File: src/rtl/dsg_pkg.sv
package dsg_pkg;
  typedef enum logic [3:0] {
    K_NONE, K_INC, K_DEC, K_INCX, K_GETLO, K_GETHI, K_PUTLO, K_PUTHI,
    K_SELP, K_SELX, K_MARK, K_RETE, K_RETD, K_SAVE
  } op_kind_e;
endpackage

File: src/rtl/dsg_decode.sv
module dsg_decode
  import dsg_pkg::*;
#(
  parameter int OPW  = 8,
  parameter int SELW = 4
) (
  input  logic            op_valid,
  input  logic [OPW-1:0]  op_code,
  output op_kind_e        kind,
  output logic [SELW-1:0] fld_n
);
  logic [OPW-SELW-1:0] grp;

  assign grp   = op_code[OPW-1:SELW];
  assign fld_n = op_code[SELW-1:0];

  always_comb begin
    kind = K_NONE;
    if (op_valid) begin
      unique case (grp)
        'h1: kind = K_INC;
        'h2: kind = K_DEC;
        'h6: if (fld_n == '0) kind = K_INCX;
        'h7: begin
          case (fld_n)
            'h0: kind = K_RETE;
            'h1: kind = K_RETD;
            'h8: kind = K_SAVE;
            'h9: kind = K_MARK;
            default: kind = K_NONE;
          endcase
        end
        'h8: kind = K_GETLO;
        'h9: kind = K_GETHI;
        'hA: kind = K_PUTLO;
        'hB: kind = K_PUTHI;
        'hD: kind = K_SELP;
        'hE: kind = K_SELX;
        default: kind = K_NONE;
      endcase
    end
  end
endmodule

File: src/rtl/dsg_bank.sv
module dsg_bank #(
  parameter int NREG = 16,
  parameter int RW   = 16,
  parameter int NRD  = 4,
  localparam int IDXW = $clog2(NREG)
) (
  input  logic                       clk,
  input  logic                       rst_n,
  input  logic                       wr_en,
  input  logic [IDXW-1:0]            wr_idx,
  input  logic [RW-1:0]              wr_val,
  input  logic [NRD-1:0][IDXW-1:0]   rd_idx,
  output logic [NRD-1:0][RW-1:0]     rd_val
);
  logic [RW-1:0] reg_q [NREG];

  for (genvar g = 0; g < NREG; g++) begin : g_reg
    logic hit;
    assign hit = wr_en && (wr_idx == IDXW'(g));
    always_ff @(posedge clk or negedge rst_n) begin
      if (!rst_n)   reg_q[g] <= '0;
      else if (hit) reg_q[g] <= wr_val;
    end
  end

  for (genvar k = 0; k < NRD; k++) begin : g_rd
    assign rd_val[k] = reg_q[rd_idx[k]];
  end
endmodule

File: src/rtl/dsg_ctrl.sv
module dsg_ctrl
  import dsg_pkg::*;
#(
  parameter int SELW = 4,
  parameter int DW   = 8
) (
  input  logic            clk,
  input  logic            rst_n,
  input  logic            op_valid,
  input  op_kind_e        kind,
  input  logic [SELW-1:0] fld_n,
  input  logic            irq_req,
  input  logic [DW-1:0]   mem_rdata,
  output logic [SELW-1:0] p_q,
  output logic [SELW-1:0] x_q,
  output logic [DW-1:0]   t_q,
  output logic            ie_q,
  output logic            irq_ack
);
  logic [SELW-1:0] p_d, x_d;
  logic [DW-1:0]   t_d;
  logic            ie_d;

  assign irq_ack = irq_req && ie_q && !op_valid;

  always_comb begin
    p_d  = p_q;
    x_d  = x_q;
    t_d  = t_q;
    ie_d = ie_q;
    if (irq_ack) begin
      t_d  = DW'({x_q, p_q});
      p_d  = SELW'(1);
      x_d  = SELW'(2);
      ie_d = 1'b0;
    end else begin
      case (kind)
        K_SELP: p_d = fld_n;
        K_SELX: x_d = fld_n;
        K_MARK: begin
          t_d = DW'({x_q, p_q});
          x_d = p_q;
        end
        K_RETE, K_RETD: begin
          p_d  = mem_rdata[SELW-1:0];
          x_d  = mem_rdata[2*SELW-1:SELW];
          ie_d = (kind == K_RETE);
        end
        default: ;
      endcase
    end
  end

  always_ff @(posedge clk or negedge rst_n) begin
    if (!rst_n) begin
      p_q  <= '0;
      x_q  <= '0;
      t_q  <= '0;
      ie_q <= 1'b1;
    end else begin
      p_q  <= p_d;
      x_q  <= x_d;
      t_q  <= t_d;
      ie_q <= ie_d;
    end
  end


  irq_entry_chk: assert property (@(posedge clk) disable iff (!rst_n)
    irq_ack |=> (p_q == SELW'(1)) && (x_q == SELW'(2)) && !ie_q &&
                (t_q == DW'({$past(x_q), $past(p_q)})));

  irq_masked_chk: assert property (@(posedge clk) disable iff (!rst_n)
    (!ie_q && !op_valid) |=> ($stable(p_q) && $stable(x_q) && !ie_q));

  sel_p_chk: assert property (@(posedge clk) disable iff (!rst_n)
    (kind == K_SELP) |=> (p_q == $past(fld_n)));

  mark_chk: assert property (@(posedge clk) disable iff (!rst_n)
    (kind == K_MARK) |=> (x_q == $past(p_q)) && (t_q == DW'({$past(x_q), $past(p_q)})));

  ret_ie_chk: assert property (@(posedge clk) disable iff (!rst_n)
    (kind == K_RETE) |=> ie_q);

  dis_ie_chk: assert property (@(posedge clk) disable iff (!rst_n)
    (kind == K_RETD) |=> !ie_q);
endmodule

File: src/rtl/dsg_regfile.sv
module dsg_regfile
  import dsg_pkg::*;
#(
  parameter int NREG = 16,
  parameter int DW   = 8,
  localparam int RW   = 2 * DW,
  localparam int SELW = $clog2(NREG),
  localparam int NRD  = 4
) (
  input  logic            clk,
  input  logic            rst_n,
  input  logic            op_valid,
  input  logic [DW-1:0]   op_code,
  input  logic [DW-1:0]   d_in,
  output logic [DW-1:0]   d_out,
  output logic            d_out_vld,
  input  logic            irq_req,
  output logic            irq_ack,
  output logic [RW-1:0]   mem_addr,
  output logic            mem_we,
  output logic            mem_re,
  output logic [DW-1:0]   mem_wdata,
  input  logic [DW-1:0]   mem_rdata,
  output logic [RW-1:0]   pc_addr,
  output logic [RW-1:0]   dp_addr,
  output logic [SELW-1:0] sel_p,
  output logic [SELW-1:0] sel_x,
  output logic            ie
);
  localparam int RD_N = 0;
  localparam int RD_X = 1;
  localparam int RD_P = 2;
  localparam int RD_S = 3;
  localparam logic [SELW-1:0] STK_IDX = SELW'(2);

  logic rst_meta, rst_n_s;
  always_ff @(posedge clk or negedge rst_n) begin
    if (!rst_n) begin
      rst_meta <= 1'b0;
      rst_n_s  <= 1'b0;
    end else begin
      rst_meta <= 1'b1;
      rst_n_s  <= rst_meta;
    end
  end

  op_kind_e                   kind;
  logic [SELW-1:0]            fld_n;
  logic [DW-1:0]              t_q;
  logic [NRD-1:0][SELW-1:0]   rd_idx;
  logic [NRD-1:0][RW-1:0]     rd_val;
  logic                       wr_en;
  logic [SELW-1:0]            wr_idx;
  logic [RW-1:0]              wr_val;
  logic [RW-1:0]              r_n, r_x, r_s;

  dsg_decode #(.OPW(DW), .SELW(SELW)) u_dec (
    .op_valid (op_valid),
    .op_code  (op_code),
    .kind     (kind),
    .fld_n    (fld_n)
  );

  dsg_ctrl #(.SELW(SELW), .DW(DW)) u_ctrl (
    .clk       (clk),
    .rst_n     (rst_n_s),
    .op_valid  (op_valid),
    .kind      (kind),
    .fld_n     (fld_n),
    .irq_req   (irq_req),
    .mem_rdata (mem_rdata),
    .p_q       (sel_p),
    .x_q       (sel_x),
    .t_q       (t_q),
    .ie_q      (ie),
    .irq_ack   (irq_ack)
  );

  assign rd_idx[RD_N] = fld_n;
  assign rd_idx[RD_X] = sel_x;
  assign rd_idx[RD_P] = sel_p;
  assign rd_idx[RD_S] = STK_IDX;

  dsg_bank #(.NREG(NREG), .RW(RW), .NRD(NRD)) u_bank (
    .clk    (clk),
    .rst_n  (rst_n_s),
    .wr_en  (wr_en),
    .wr_idx (wr_idx),
    .wr_val (wr_val),
    .rd_idx (rd_idx),
    .rd_val (rd_val)
  );

  assign r_n     = rd_val[RD_N];
  assign r_x     = rd_val[RD_X];
  assign r_s     = rd_val[RD_S];
  assign pc_addr = rd_val[RD_P];
  assign dp_addr = r_x;

  always_comb begin
    wr_en     = 1'b0;
    wr_idx    = fld_n;
    wr_val    = r_n;
    d_out     = '0;
    d_out_vld = 1'b0;
    mem_addr  = '0;
    mem_we    = 1'b0;
    mem_re    = 1'b0;
    mem_wdata = '0;
    case (kind)
      K_INC:   begin wr_en = 1'b1; wr_val = r_n + RW'(1); end
      K_DEC:   begin wr_en = 1'b1; wr_val = r_n - RW'(1); end
      K_INCX:  begin wr_en = 1'b1; wr_idx = sel_x; wr_val = r_x + RW'(1); end
      K_GETLO: begin d_out_vld = 1'b1; d_out = r_n[DW-1:0]; end
      K_GETHI: begin d_out_vld = 1'b1; d_out = r_n[RW-1:DW]; end
      K_PUTLO: begin wr_en = 1'b1; wr_val = {r_n[RW-1:DW], d_in}; end
      K_PUTHI: begin wr_en = 1'b1; wr_val = {d_in, r_n[DW-1:0]}; end
      K_MARK: begin
        mem_we    = 1'b1;
        mem_addr  = r_s;
        mem_wdata = DW'({sel_x, sel_p});
        wr_en     = 1'b1;
        wr_idx    = STK_IDX;
        wr_val    = r_s - RW'(1);
      end
      K_RETE, K_RETD: begin
        mem_re   = 1'b1;
        mem_addr = r_x;
        wr_en    = 1'b1;
        wr_idx   = sel_x;
        wr_val   = r_x + RW'(1);
      end
      K_SAVE: begin
        mem_we    = 1'b1;
        mem_addr  = r_x;
        mem_wdata = t_q;
      end
      default: ;
    endcase
  end


  incx_chk: assert property (@(posedge clk) disable iff (!rst_n_s)
    (op_valid && op_code == DW'('h60)) |=> (dp_addr == RW'($past(dp_addr) + RW'(1))));

  mark_stack_chk: assert property (@(posedge clk) disable iff (!rst_n_s)
    (op_valid && op_code == DW'('h79) && sel_p != STK_IDX && sel_x != STK_IDX)
      |=> $stable(sel_p));

  idle_mem_chk: assert property (@(posedge clk) disable iff (!rst_n_s)
    !op_valid |-> !(mem_we || mem_re || d_out_vld));
endmodule

File: config.mk
export PLATFORM = sky130hd
export DESIGN_NAME = dsg_regfile
export DESIGN_NICKNAME = d
export VERILOG_FILES = /design/src/rtl/dsg_pkg.sv /design/src/rtl/dsg_decode.sv /design/src/rtl/dsg_bank.sv /design/src/rtl/dsg_ctrl.sv /design/src/rtl/dsg_regfile.sv
export SDC_FILE = /design/constraint.sdc
export NUM_CORES = 1
export LEC_CHECK = 0
export BUFFER_PORTS_ARGS = -buffer_cell sky130_fd_sc_hd__buf_2
export CAP_MARGIN = 20
export CORE_MARGIN = 2
export CORE_UTILIZATION = 35
export CTS_CLUSTER_SIZE = 30
export DETAILED_ROUTE_END_ITERATION = 16
export MAX_ROUTING_LAYER = met4
export SYNTH_ARGS = -nofsm -noshare
export SYNTH_HDL_FRONTEND = slang
export SYNTH_HIERARCHICAL = 1
export SYNTH_SLANG_ARGS = --single-unit
File: constraint.sdc
create_clock -name clk -period 18.3 [get_ports clk]
set_input_delay 0.915 -clock clk [delete_from_list [all_inputs] [get_ports clk]]
set_output_delay 0.915 -clock clk [all_outputs]
set_load 0.01 [all_outputs]
* Word level (Yosys, flattened, before mapping) *
Cells that the tools add are included.

word-level totals
  bits in registers = 275
  bits of input ports = 28
  logic and storage cells = 134
  output and inout port bits = 77

operators by class
  add/subtract/negate cells = 4
  bitwise gates (word level) = 3
  mux-type cells = 30
  reductions and logical operators = 31
  eq/ne operators = 41
  $lt $le $gt $ge = 3

operators by type and width
  kind                                                 number
  binary-select mux 16 bit (select 4 bit)              3
  2-to-1 mux 16 bit                                    6
  one-hot mux 16 bit (6 select lines)                  1
  equality test 4 bit, second input constant           22
  equality test 4 x 3 -> 1 bit, second input constant  10
  one-hot mux 4 bit (10 select lines)                  1
  adder 16 x 1 -> 16 bit, second input constant        2
  one-hot mux 16 bit (2 select lines)                  1
  one-hot mux 8 bit (2 select lines)                   2
  subtractor 16 x 1 -> 16 bit, second input constant   2
  equality test 4 x 2 -> 1 bit, second input constant  5
  logical AND 1 bit                                    18
  equality test 4 x 1 -> 1 bit, second input constant  4
  2-to-1 mux 8 bit                                     2
  one-hot mux 4 bit (2 select lines)                   2
  one-hot mux 4 bit (4 select lines)                   1
  >= comparator 5 bit, second input constant           3
  NOT 4 -> 5 bit                                       3
  2-to-1 mux 4 bit                                     3
  one-hot mux 4 bit (3 select lines)                   1
  zero test 4 bit                                      2
  OR reduction 8 bit                                   1
  2-to-1 mux 1 bit                                     6
  OR reduction 2 bit                                   3
  6 further kinds                                      8

* Depth between registers and ports, before layout *
Gate-level depths: netlist (run 1).

  word-level depth = 9
  depth in mapped cells = 20
  depth with buffers taken out = 15

* By module *
The synthesis (run 1) kept the hierarchy.

by module, submodules not included
  module       instances  cells an instance  sequential area each (um^2)  area each (um^2)
  dsg_bank     1          1122               6406.1                       17051.4
  dsg_regfile  1          390                50.0                         2657.5
  dsg_ctrl     1          88                 426.7                        929.6
  dsg_decode   1          32                 0.0                          198.9

* Worst setup path after synthesis (run 1) *
OpenSTA, ideal clock, no wires.

  path type = input port to flip-flop
  from = input op_code[0]
  to = register u_bank/reg_q[104] (netlist name)
  data arrival time = 5.288 ns
  stages on the path = 20
  library setup time = 0.065 ns
  path buffers = 5
  slack = 12.947 ns
  data required time = 18.235 ns
  cell sequence = or4_4 -> nor3_1 -> a311oi_1 -> nor2_1 -> buf_6 -> nor4bb_1 -> buf_2 -> clkbuf_1 -> buf_1 -> mux2i_1 -> ha_1 -> inv_1 -> or4_1 -> xnor2_1 -> nand2_1 -> o21ai_1 -> a22oi_1 -> o22ai_1 -> clkbuf_1 -> mux2_2

between the ends
  elaborated cells between the ends (all ways) = 29
  those cells by class = add/sub: 2; eq/ne: 12; mux: 10; bitwise: 1; reduce/logical: 4

RTL lines
  element                                                                        line                                text
  start: declaration                                                             dsg_regfile.sv:13                   input logic [DW-1:0] op_code,
  equality test 4 bit, or another cell as far along                              dsg_decode.sv:25                    case (fld_n)
  one-hot mux 4 bit (4 select lines) / 2-to-1 mux 2 bit (equally long branches)  dsg_decode.sv:25, dsg_decode.sv:23
  one-hot mux 4 bit (10 select lines) *                                          dsg_decode.sv:20                    unique case (grp)
  2-to-1 mux 4 bit *                                                             dsg_decode.sv:19                    if (op_valid) begin
  via kind[1]                                                                    dsg_regfile.sv:47                   op_kind_e kind;
  equality test 4 x 2 -> 1 bit / equality test 4 bit (equally long branches)     dsg_regfile.sv:110                  case (kind)
  OR reduction 3 bit (no source line)                                            -
  one-hot mux 16 bit (6 select lines) *                                          dsg_regfile.sv:110
  via wr_val[8]                                                                  dsg_regfile.sv:54                   logic [RW-1:0] wr_val;
  end signal: indexed assignment                                                 dsg_bank.sv:22                      else if (hit) reg_q[g] <= wr_val;
  end: declaration                                                               dsg_bank.sv:15                      logic [RW-1:0] reg_q [NREG];

Mark *: on every way through the listed nets, which the timed path passes. The rest lies on a longest branch. The select of a mux whose other input is x is not followed.
A chain may end at the register's enable or synchronous reset.

* Worst setup path after layout (run 1) *
  from = input op_code[0]
  to = register u_bank/reg_q[67] (netlist name)

between the ends
  longest elaborated chain between the ends = 9
  elaborated cells between the ends (all ways) = 29
  those cells by class = add/sub: 2; eq/ne: 12; mux: 10; bitwise: 1; reduce/logical: 4

RTL lines
  element                                                                        line                                text
  equality test 4 bit, or another cell as far along                              dsg_decode.sv:25
  one-hot mux 4 bit (4 select lines) / 2-to-1 mux 2 bit (equally long branches)  dsg_decode.sv:25, dsg_decode.sv:23
  one-hot mux 4 bit (10 select lines) *                                          dsg_decode.sv:20
  2-to-1 mux 4 bit *                                                             dsg_decode.sv:19
  via kind[0]                                                                    dsg_regfile.sv:47
  equality test 4 x 2 -> 1 bit / equality test 4 bit (equally long branches)     dsg_regfile.sv:110
  OR reduction 3 bit (no source line)                                            -
  one-hot mux 4 bit (2 select lines) *                                           dsg_regfile.sv:110
  via wr_idx[0]                                                                  dsg_regfile.sv:53                   logic [SELW-1:0] wr_idx;
  equality test 4 bit *                                                          dsg_bank.sv:19                      assign hit = wr_en && (wr_idx == IDXW'(g));
  logical AND 1 bit *                                                            dsg_bank.sv:19

Marks and branches as above.

==> key figures, run 1 <==
Yosys
  • Register area share after synthesis: 33.0%
  • Share of the synthesized area in the top cell type: 32.9%
  • Top FF cell, synth: dfrtp_1
  • Synth area leader: dfrtp_1
  • Synth Area per Inst: 12.8 µm²
  • EDFF count, synth: 0
  • Unique masters post-synth: 78
  • Cell Area, Synth: about 0.021 mm²
  • Synth Register Bits: 275
  • Yosys warns: 6
  • Top post-synthesis cells by area: dfrtp_1 (33%), mux4_2 (28%), mux2_2 (14%)
  • Async set-reset flop share out of synthesis: 100%
  • Syn Inst Count: 1,632

Detailed routing
  • Detailed-route vias per instance: 6.58
  • DRT antenna net count: 0
  • DRT iter0 DRCs: 2,078
  • TritonRoute pass-1 iters: 5
  • DRC errors left: 0
  • Post-Route WL: 72,200 µm
  • Vias post-DR: 16,200
  • Wire length per cell: around 29 µm

Place
  • Post-DP HPWL: 47,300 µm
  • Input/output buffers: ~100
  • Pre-CTS setup slack: 11.83 ns
  • Routability Congestion: 0.963

CTS
  • Hold_buf cts: 0
  • Clock Tree Buf Depth: 3
  • CTS tree: yes
  • Post-CTS setup buffer count: 0
  • CTS buffer count: 34
  • Clk Tree Root Cell: clkbuf_16
  • Post-CTS resize count: 0
  • Clock Sinks: roughly 280
  • Worst-skew pair later-pin latency: 0.55 ns
  • Clock-pin slew on the worst setup and hold paths: around 0.05 ns
  • CTS H-tree depth: 2

Critical path
  • Worst-case reg-to-reg path depth: 12
  • Critical path peak fanout: between 50 and 60
  • Startpoint Class: input pin
  • Kind of critical path: in -> reg
  • CP max stage cell: o21ai_0
  • Critical Path AT: around 6.3 ns
  • Req. time, crit path: around 19 ns
  • CP max stage delay: between 0.7 and 0.8 ns
  • Most used cell, CP: buf_4
  • Critical Path End Type: register
  • CP cell instances: buf_4 -> or4_4 -> a211o_1 -> a21oi_4 -> buf_4 -> nand4bb_2 -> o21ai_1 -> o21ai_0 -> nand2_1 -> nor2_2 -> buf_8 -> mux2_2

Min path
  • Hold Crit Class: in -> async

Job
  • Max_cap viols: 0

Timing
  • Max Fclk: 169 MHz
  • Worst-margin pin slew: roughly 1.2 ns
  • Setup WS post-layout: 12.40 ns
  • RSZ-0062 raised after global routing: no
  • Final Setup Violations: 0
  • Final Cycle Share: 32.3%
  • Hold WS: 0.157 ns
  • Fin. max-slew vios: 0
  • Rel. slew slack: 15.7%
  • Final min period: roughly 5.9 ns
  • Final hold violations: 0
  • Setup TNS: 0 ns
  • Setup Skew: 0.0191 ns

GRT
  • Largest net degree at the start of global routing: 166
  • Initial antenna violation count: 1
  • First-pass GRT wire length: 107,000 µm
  • Total gr overflow: 0
  • Global Route Usage Sum: 24.2%
  • Vias in the first global route: between 15,000 and 20,000

Finish
  • Share of cells above drive strength 1: 47.0%
  • Diode count: 0
  • Most frequent cells in the layout: dfrtp_1 (269), mux2_2 (262), mux4_2 (256), a22oi_1 (133), nand2_1 (109)
  • Final #Nets: ~1,700
  • Leading cell type in the layout, fill and taps excluded: dfrtp_1
  • Area delta synth->final: 12.0%
  • Fill count: ~5,500

Floorplan
  • Die area: 0.0615 mm²
  • Die Y-Extent: 248 µm
  • Die X: 248 µm
  • Core box area: 0.0589 mm²
  • Starting Density: 35.4%
  • Ports: 105
  • # rows: 89

Pwr
  • Power Density: approximately 110 mW/mm²
  • Leak Pwr: 9.81 nW
  • Tot Pwr: 2.59 mW
  • Worst VDD drop: 0.0587 mV

Outcome
  • Run status: finished, final reports clean
==> power breakdown <==
part	switching [mW]	internal, mW
Clock	0.277	0.444
Sequential	0.176	0.698
Combinational	0.543	0.448
==> final timing paths <==
kind | startpoint | to | slack, ns
worst max-delay path | op_code[0] | u_bank/reg_q[67] | 12.40
worst min-delay path | rst_n | rst_meta | 0.16
worst max register to register | u_ctrl/x_q[0] | u_bank/reg_q[29] | 12.94
worst min register to register | rst_n_s | u_bank/reg_q[18] | 0.28
max in group asynchronous | rst_n_s | u_bank/reg_q[247] | 16.01
min in group clk | rst_meta | rst_n_s | 0.35
==> critical path: cells and delay by family <==
family,cells,cell delay [ns]
muxes,1,0.36
and+or+nand+nor,4,2.20
buffers and inverters,3,1.08
AOI/OAI and AO/OA,4,1.72
==> logic make-up (layout without fill, tap and decap cells) <==
family	Yosys count	in the layout	synth area share, %
mux	560	560	43.9
simple gates	301	301	7.64
other cells	2	11	0.0360
compound gates	288	288	10.1
flops	275	275	33.0
buf+inv	176	229	3.94
xor+xnor	28	28	1.18
fa+ha+maj	2	2	0.120
==> synth_stat cells (all sizes together) (3+ instances only) <==
library cell / instances
nor3: 16
a221oi: 3
or3: 9
or2: 7
nand3: 10
clkbuf: 80
nor2b: 31
inv: 12
o221a: 10
xnor2: 17
and2: 6
nand2: 109
a211oi: 4
buf: 84
o21ai: 51
mux2i: 32
nand2b: 10
a31oi: 9
and3b: 3
nand3b: 4
nor4: 12
o22ai: 6
o32ai: 3
a22oi: 133
nor2: 52
a21oi: 21
mux2: 272
o221ai: 4
nor3b: 15
xor2: 11
mux4: 256
or4: 6
dfrtp: 274
o211ai: 3
a22o: 24
o31ai: 3
nand4: 4
==> per-layer routing <==
layer  global-route usage [%]  wire length (µm)
met5                        -                 0
met4                     8.22              2570
met3                     5.41              7090
met2                     36.7             33600
met1                     32.2             29000
==> per-stage QoR <==
| stage | utilization, % | instance area [µm²] | std cells |
|---|---|---|---|
| final | 39.6 | 23300 | 2467 |
| after global routing | 39.6 | 23300 | 2467 |
| after CTS | 39.5 | 23300 | 2464 |
| after detailed placement | 37.5 | 22100 | 2404 |
| after global placement | 37.4 | 22100 | 2401 |
| after floorplan | - | 20900 | 1641 |
==> flip-flops by register name, indices dropped and copies added, names as in the netlist <==
| register | flops |
|---|---|
| rst_meta | 1 |
| u_ctrl/ie_q | 1 |
| u_ctrl/x_q | 4 |
| u_bank/reg_q | 256 |
| rst_n_s | 1 |
| u_ctrl/p_q | 4 |
| u_ctrl/t_q | 8 |
==> area by class of cell <==
class / count / area [µm²] / share of cell area, %
timing repair buffer: 157 / 986 / 4.22
multi-input combinational: 1190 / 13300 / 56.8
sequential: 275 / 6900 / 29.6
clock inverter: 18 / 258 / 1.10
inverter: 12 / 45.0 / 0.193
tap: 773 / 967 / 4.14
clock buffer: 42 / 922 / 3.95
No activity file was read; power rests on OpenSTA's default activity.
==> run 2, diff against run 1 <==
==> constraint.sdc (replaced) <==
create_clock -name clk -period 5 [get_ports clk]
set_input_delay 0.25 -clock clk [delete_from_list [all_inputs] [get_ports clk]]
set_output_delay 0.25 -clock clk [all_outputs]
set_load 0.01 [all_outputs]
==> run 2 against run 1 <==
Against the previous run: flip-flop and latch count stayed put; sequential power grew to 3.6 times the previous value; cell area is 1.8% higher; register-to-register slack worse by 12 ns; combinational power grew to 3.9 times the previous value; largest cell class unchanged; highest routed layer unchanged; critical endpoint is now u_bank/reg_q[151]; worst setup slack worse by 12 ns; clock skew is 0.0079 ns lower; power grew to 3.7 times the previous value; clock power grew to 3.4 times the previous value; global-route usage is 0.66 points higher.
==> key figures, run 2 (synthesis results as in run 1) <==
Floorplan
  • Core box area: 0.0589 mm²
  • Ports: 105
  • Starting Density: 35.4%
  • Die X: 248 µm
  • Die area: 0.0615 mm²
  • Die Y-Extent: about 250 µm
  • # rows: 89

GRT
  • Largest net degree at the start of global routing: 103
  • Global Route Usage Sum: 24.9%
  • Total gr overflow: 0
  • Vias in the first global route: 16,700
  • Initial antenna violation count: 2
  • First-pass GRT wire length: 111,000 µm

Timing
  • Final Cycle Share: around nine tenths
  • Final min period: around 4.6 ns
  • Setup Skew: roughly 0.011 ns
  • Max Fclk: 220 MHz
  • Worst-margin pin slew: approximately 1.1 ns
  • RSZ-0062 raised after global routing: no
  • Rel. slew slack: 27.0%
  • Setup WS post-layout: between 0.4 and 0.5 ns
  • Setup TNS: 0 ns
  • Final Setup Violations: 0
  • Fin. max-slew vios: 0
  • Final hold violations: 0
  • Hold WS: 0.0308 ns

Detailed routing
  • Detailed-route vias per instance: 6.58
  • Wire length per cell: between 20 and 30 µm
  • DRT iter0 DRCs: about 1,700
  • Post-Route WL: 74,200 µm
  • TritonRoute pass-1 iters: 6
  • Vias post-DR: roughly 17,000
  • DRC errors left: 0
  • DRT antenna net count: 0

Pwr
  • Power Density: about 400 mW/mm²
  • Worst VDD drop: 0.211 mV
  • Leak Pwr: 10.1 nW

Critical path
  • CP top delay family: compound AO/OA/AOI/OAI gates
  • Kind of critical path: reg -> reg
  • Critical path peak fanout: 22
  • Buf+Inv Stages, Crit Path: 2
  • CP cell instances: buf_12 -> buf_12 -> mux4_2 -> a22oi_1 -> nand2_1 -> nor3b_1 -> o21ai_1 -> o221a_4 -> or4_1 -> a21oi_1 -> o22a_1 -> mux2_2
  • Critical R2R Launch: u_ctrl/x_q[0]
  • CP max stage cell: dfrtp_4
  • Req. time, crit path: 5.52 ns
  • Most used cell, CP: buf_12
  • Critical Path AT: 5.08 ns
  • Worst setup path startpoint: u_ctrl/x_q[0]
  • CP max stage delay: 0.70 ns
  • Startpoint Class: register
  • Critical Path End Type: register

CTS
  • CTS buffer count: 31
  • Post-CTS setup buffer count: 0
  • Clk Tree Root Cell: clkbuf_16
  • CTS tree: yes
  • Clock-pin slew on the worst setup and hold paths: about 0.060 ns
  • CTS H-tree depth: 1
  • Clock Tree Buf Depth: 3
  • Worst-skew pair later-pin latency: roughly 0.59 ns
  • Clock Sinks: roughly 280

Place
  • Placed cell area: approximately 0.023 mm²
  • Input/output buffers: 104
  • Routability Congestion: 0.946
  • Pre-CTS setup slack: 0.438 ns
  • Post-DP HPWL: a little under 50,000 µm

Finish
  • Max reg flops: 256
  • Largest Register: u_bank/reg_q
  • Area delta synth->final: 14.0%
  • Leading cell type in the layout, fill and taps excluded: dfrtp_1
  • Most frequent cells in the layout: dfrtp_1 (269), mux2_2 (262), mux4_2 (256), a22oi_1 (133), nand2_1 (109)
  • Share of cells above drive strength 1: around 49%
  • Final #Nets: 1,756
  • Regs by FF count: u_bank/reg_q: 256 flops, u_ctrl/t_q: 8 flops
  • Diode count: 0
  • Fill count: 5,473
  • Post-route cell area: 0.0238 mm²

Job
  • Max_cap viols: 0

Min path
  • Hold Crit Class: in -> reg
  • Worst hold start: mem_rdata[0]

Outcome
  • Run status: finished, final reports clean
==> run 2: changes by cell type in the layout (fill, tap and decap cells not counted), moves of 3 or more <==
cell / previous run / this run
buf_12: 2 / 10
buf_4: 49 / 97
clkbuf_1: 5 / 1
clkbuf_16: 35 / 31
clkbuf_8: 3 / 7
dlygate4sd3_1: 0 / 5
nor2_2: 10 / 13
nor2_4: 4 / 0
==> run 2: cell type report <==
class / instances / area [µm²] / area share (%)
Timing Repair Buffer: 216 / 1530 / 6.43
Sequential cell: 275 / 6900 / 29.0
Clock buffer: 39 / 876 / 3.69
Inverter: 12 / 45.0 / 0.190
Multi-Input combinational cell: 1190 / 13200 / 55.7
Clock inverter: 18 / 210 / 0.885
Tap cell: 773 / 967 / 4.07
==> run 2: timing repair <==
item                                   CTS  global route
endpoints found under the hold margin    5             0
hold buffers                             5             0
gates resized for setup                  0             0
==> run 2: metrics by stage <==
step,util (%),cells,power (mW)
final,40.3,2523,9.47
after global routing,40.3,2523,9.83
after CTS,40.2,2518,9.41
after detailed placement,38.3,2456,6.95
after global placement,38.3,2454,6.85
after floorplan,-,1641,5.50
==> run 2: final timing paths <==
check | to | slack (ns) | cells past startpoint
worst min register to register | u_bank/reg_q[145] | 0.19 | 0
max in group asynchronous | u_bank/reg_q[235] | 3.96 | 1
worst max-delay path | u_bank/reg_q[151] | 0.45 | 12
worst max register to register | u_bank/reg_q[151] | 0.45 | 12
min in group asynchronous | u_bank/reg_q[145] | 0.19 | 0
worst min-delay path | u_ctrl/p_q[0] | 0.03 | 3
==> run 2: worst register-to-register path: stages, from the launching register on <==
cell	delay [ns]
dfrtp_4	0.70
buf_12	0.32
buf_12	0.24
mux4_2	0.53
a22oi_1	0.27
nand2_1	0.28
nor3b_1	0.27
o21ai_1	0.11
o221a_4	0.17
or4_1	0.51
a21oi_1	0.19
o22a_1	0.60
mux2_2	0.30
==> run 2: where the power goes <==
group | leakage [nW] | internal, mW | switching, mW
Sequential | 3.75 | 2.55 | 0.607
Clock | 0.538 | 1.44 | 1.01
Combinational | 5.80 | 1.76 | 2.10
Total | 10.1 | 5.76 | 3.71
==> run 2: layer usage <==
layer / part of all wire, % / track usage (%)
met1: 38 / 31.4
met2: 47 / 38.7
met3: 9.6 / 5.01
met4: 5.1 / 11.4
met5: 0 / -
